$ cat src/rtl/lsq_pkg.sv
package lsq_pkg;
  typedef enum logic [2:0] {
    OP_LD    = 3'd0,
    OP_ST    = 3'd1,
    OP_LDW   = 3'd2,
    OP_STW   = 3'd3,
    OP_PF    = 3'd4,
    OP_CPWR  = 3'd5,
    OP_CPRD  = 3'd6,
    OP_NONE  = 3'd7
  } mem_op_e;

  typedef struct packed {
    logic is_ls;
    logic is_dw;
    logic is_pf;
    logic is_cpx;
  } op_class_t;

  typedef struct packed {
    logic align_fault;
    logic bkpt_evt;
    logic pf_issue;
    logic base_upd;
    logic undef;
  } qual_t;
endpackage

$ cat src/rtl/lsq_op_class.sv
module lsq_op_class
  import lsq_pkg::*;
(
  input  mem_op_e   op_i,
  output op_class_t cls_o
);
  always_comb begin
    cls_o = '0;
    unique case (op_i)
      OP_LD, OP_ST:     cls_o.is_ls = 1'b1;
      OP_LDW, OP_STW: begin
        cls_o.is_ls = 1'b1;
        cls_o.is_dw = 1'b1;
      end
      OP_PF:            cls_o.is_pf = 1'b1;
      OP_CPWR, OP_CPRD: cls_o.is_cpx = 1'b1;
      default:          cls_o = '0;
    endcase
  end
endmodule

$ cat src/rtl/lsq_qualify.sv
module lsq_qualify
  import lsq_pkg::*;
#(
  parameter int ADDR_W = 32,
  parameter int CP_W   = 4
) (
  input  op_class_t         cls_i,
  input  logic [ADDR_W-1:0] addr_i,
  input  logic              wb_req_i,
  input  logic              cacheable_i,
  input  logic              line_hit_i,
  input  logic              bkpt_hit_i,
  input  logic              abort_i,
  input  logic [CP_W-1:0]   cp_num_i,
  output qual_t             q_o
);
  localparam int          DW_LSB   = 3;
  localparam logic [2:0]  DW_BAD   = 3'b100;
  localparam logic [CP_W-1:0] CP_OK = '0;

  logic dw_misal;

  assign dw_misal = cls_i.is_dw && (addr_i[DW_LSB-1:0] == DW_BAD);

  always_comb begin
    q_o             = '0;
    q_o.align_fault = dw_misal;
    // prefetch never reaches the breakpoint unit
    q_o.bkpt_evt    = cls_i.is_ls && bkpt_hit_i;
    q_o.pf_issue    = cls_i.is_pf && cacheable_i && !line_hit_i;
    // any abort, including alignment, restores the base
    q_o.base_upd    = cls_i.is_ls && wb_req_i && !abort_i && !dw_misal;
    q_o.undef       = cls_i.is_cpx && (cp_num_i != CP_OK);
  end
endmodule

$ cat src/rtl/lsq_out_reg.sv
module lsq_out_reg
  import lsq_pkg::*;
(
  input  logic  clk_i,
  input  logic  rst_ni,
  input  logic  valid_i,
  input  qual_t q_i,
  output qual_t q_o
);
  always_ff @(posedge clk_i or negedge rst_ni) begin
    if (!rst_ni)      q_o <= '0;
    else if (valid_i) q_o <= q_i;
    else              q_o <= '0;
  end
endmodule

$ cat src/rtl/ls_excp_qual.sv
module ls_excp_qual
  import lsq_pkg::*;
#(
  parameter int ADDR_W = 32,
  parameter int CP_W   = 4
) (
  input  logic              clk_i,
  input  logic              rst_ni,
  input  logic              valid_i,
  input  logic [2:0]        op_i,
  input  logic [ADDR_W-1:0] addr_i,
  input  logic              wb_req_i,
  input  logic              cacheable_i,
  input  logic              line_hit_i,
  input  logic              bkpt_hit_i,
  input  logic              abort_i,
  input  logic [CP_W-1:0]   cp_num_i,
  output logic              align_fault_o,
  output logic              bkpt_evt_o,
  output logic              pf_issue_o,
  output logic              base_upd_o,
  output logic              undef_o
);
  op_class_t cls;
  qual_t     q_nxt;
  qual_t     q_r;

  lsq_op_class u_cls (
    .op_i  (mem_op_e'(op_i)),
    .cls_o (cls)
  );

  lsq_qualify #(.ADDR_W(ADDR_W), .CP_W(CP_W)) u_qual (
    .cls_i       (cls),
    .addr_i      (addr_i),
    .wb_req_i    (wb_req_i),
    .cacheable_i (cacheable_i),
    .line_hit_i  (line_hit_i),
    .bkpt_hit_i  (bkpt_hit_i),
    .abort_i     (abort_i),
    .cp_num_i    (cp_num_i),
    .q_o         (q_nxt)
  );

  lsq_out_reg u_reg (
    .clk_i   (clk_i),
    .rst_ni  (rst_ni),
    .valid_i (valid_i),
    .q_i     (q_nxt),
    .q_o     (q_r)
  );

  assign align_fault_o = q_r.align_fault;
  assign bkpt_evt_o    = q_r.bkpt_evt;
  assign pf_issue_o    = q_r.pf_issue;
  assign base_upd_o    = q_r.base_upd;
  assign undef_o       = q_r.undef;
endmodule

$ cat config.mk
export PLATFORM = sky130hd
export DESIGN_NAME = ls_excp_qual
export DESIGN_NICKNAME = d
export VERILOG_FILES = /design/src/rtl/lsq_pkg.sv /design/src/rtl/lsq_op_class.sv /design/src/rtl/lsq_qualify.sv /design/src/rtl/lsq_out_reg.sv /design/src/rtl/ls_excp_qual.sv
export SDC_FILE = /design/constraint.sdc
export NUM_CORES = 1
export LEC_CHECK = 0
export ABC_AREA = 1
export CORE_AREA = 2 2 39 41
export CTS_CLUSTER_SIZE = 24
export DETAILED_ROUTE_END_ITERATION = 10
export DIE_AREA = 0 0 41 43
export DONT_BUFFER_PORTS = 1
export PLACE_DENSITY_LB_ADDON = 0.12
export SYNTH_ARGS = -nofsm -noshare
export SYNTH_HDL_FRONTEND = slang
export SYNTH_SLANG_ARGS = --single-unit
export TNS_END_PERCENT = 1
$ cat constraint.sdc
create_clock -name clk_i -period 0.8 [get_ports clk_i]
set_clock_uncertainty 0.1 [all_clocks]
set_input_delay 0.16 -clock clk_i [delete_from_list [all_inputs] [get_ports clk_i]]
set_output_delay 0.16 -clock clk_i [all_outputs]
set_load 0.005 [all_outputs]
==> results by group <==
Hold path
  – Worst hold path depth: 1
  – Hold Crit Class: primary input to flop

STA
  – Slew headroom: 85.3%
  – Fin. Hold Viols: 3
  – Fin crit share: 109%
  – Hold slack: -99.2 ps
  – Peak Freq: 1140 MHz
  – Final Max Tran Viols: 0
  – Setup slack after layout: -73.5 ps
  – Final Setup Violations: 5
  – Tmin final: 873 ps
  – Unrepaired setup endpoints after global routing: yes
  – Worst slew pin tran: 220 ps

Logic synthesis
  – Yosys cell types: 8
  – Syn Std Cell Area: 239 µm²
  – Dominant cells by area after synthesis: dfrtp_1 (52%), nor2_1 (13%), inv_1 (11%), nand2_1 (9.4%), nand3_1 (6.3%)
  – Synthesized Nets: 80
  – #FFs+latches synth: 5
  – Yosys warnings: 0
  – Register area share after synthesis: 52.4%
  – Cells after Synth: 33
  – Post-synth top area share: 52.4%
  – Synth area leader: dfrtp_1
  – Syn Area/Cell: 7.24 µm²

Route
  – Met2 routed WL: 250 µm
  – Drt initial violations: 0
  – DRT antenna net count: 0
  – Max Used Layer: met3
  – First-pass detailed-route iteration total: 1
  – Wire length on met1: 197 µm
  – Wire length on met3: 86 µm
  – WL/cell: 9.54 µm
  – Vias/cell: 4.00
  – Via count: 224
  – DRC Markers: 0
  – Drt total wl: 534 µm

CTS
  – H-Tree Depth: 1
  – Cts hold-fix bufs: 3
  – CTS tree: done
  – Post-CTS Setup Repair Bufs: 0
  – Root Buffer: clkbuf_4
  – Worst-case clock buffer depth: 2
  – Clock Sinks: 5
  – Clock Pin Slew Worst Setup and Hold Paths: 40 ps
  – CTS buffer count: 3

Place
  – Placed cell area: 259 µm²
  – Gpl congestion: 0.641
  – Placed cell count: 49
  – Post-DP HPWL: 471 µm
  – Buffers on Ports: 0

Cells and area
  – Area growth, synth to finish: 35.1%
  – Fin area: 323 µm²
  – Fillers: 158
  – Commonest non-fill, non-tap cell in the layout: nor2_1
  – Final cell count without fillers: 56
  – Regs by FF count: u_reg.q_o: 5 flops
  – Largest register FFs: 5
  – Final #Nets: 88
  – Most frequent cells in the layout: nor2_1 (8), inv_1 (7), nand2_1 (6), dfrtp_1 (5)
  – Register with the most flip-flops: u_reg.q_o
  – Antenna diode count: 0
  – Layout cells sized above 1: 12.5%
  – Final core utilization: 23.3%

Power
  – Worst IR Drop VDD: 0.000274 V
  – Total power draw: 0.592 mW
  – Pleak: 0.185 nW
  – PD cells: 1830 mW/mm²

GRT
  – Pin count of the biggest net entering global routing: 6
  – Number of global-route vias before repair: 215
  – GRT Total Usage: 7.04%
  – Initial antenna violation count: 0
  – Remaining global-route overflow: 0
  – First-pass GRT wire length: 772 µm

Status
  – Failing checks: hold timing, setup timing
  – Status: finished with violations

Setup path
  – Data arrival time of the critical path: 610 ps
  – CP max FO: 1
  – WP data required: 540 ps
  – Crit Path Category: flop to primary output
  – Worst setup SP type: flop
  – CP Capture Type: primary output
  – WP depth: 0

Floorplan
  – # IOs: 52
  – Die Area: 0.00176 mm²
  – Core Region: 0.00138 mm²
  – Row cnt: 14
  – Initial core utilization: 17.3%
  – Die X: 41 µm
  – Die Ht: 43 µm

Flow run
  – Max Cap Viol: 0
==> cell families after synthesis <==
kind of cell,count (synthesis),synth area share (%)
and+or+nand+nor,20,35.1
buffers and inverters,8,12.6
DFF,5,52.4
==> cell usage after synthesis <==
| library cell | n |
|---|---|
| nor2_1 | 8 |
| inv_1 | 7 |
| nand2_1 | 6 |
| dfrtp_1 | 5 |
| nand3_1 | 3 |
| nor3_1 | 2 |
| and2_1 | 1 |
| inv_2 | 1 |
==> per-layer routing <==
layer  global-route usage (%)  vias to the layer above
met5                        0                        -
li1                         -                      109
met4                     10.0                        0
met3                     2.62                        0
met1                     7.44                      101
met2                     8.44                       14
==> power by group <==
| part | internal [mW] | total [mW] | switching [mW] |
|---|---|---|---|
| Clock | 0.188 | 0.279 | 0.0909 |
| Sequential | 0.261 | 0.264 | 0.00365 |
| Combinational | 0.0246 | 0.0490 | 0.0244 |
==> metrics by stage <==
stage / TNS (ps) / setup slack (ps)
after floorplan: 0 / 188
after global placement: 0 / 152
after detailed placement: 0 / 144
after CTS: -468 / -91.0
after global routing: -457 / -97.5
final: -335 / -73.5
==> final cells by class <==
class                   instances  area [µm²]  share of cell area [%]
clock buffers                   4        26.3                    8.14
inverters                       8        30.0                    9.30
multi-input cells              20        88.8                    27.5
flip-flops and latches          5         125                    38.8
well taps                      16        20.0                    6.20
repair buffers                  3        32.5                    10.1
==> path summary, 6_finish.rpt <==
check	to	slack, ps	startpoint
min in group asynchronous	u_reg.q_o[4]	110	rst_ni
max in group asynchronous	u_reg.q_o[2]	300	rst_ni
max	bkpt_evt_o	-70	u_reg.q_o[3]
min	u_reg.q_o[2]	-100	line_hit_i
==> timing repair <==
action                                  in CTS  in global routing
endpoints found under the setup margin       5                  7
pin swaps                                    0                  1
endpoints found under the hold margin       10                  3
resized for setup                            0                  2
Note: power is estimated with default switching activity, not from simulation.
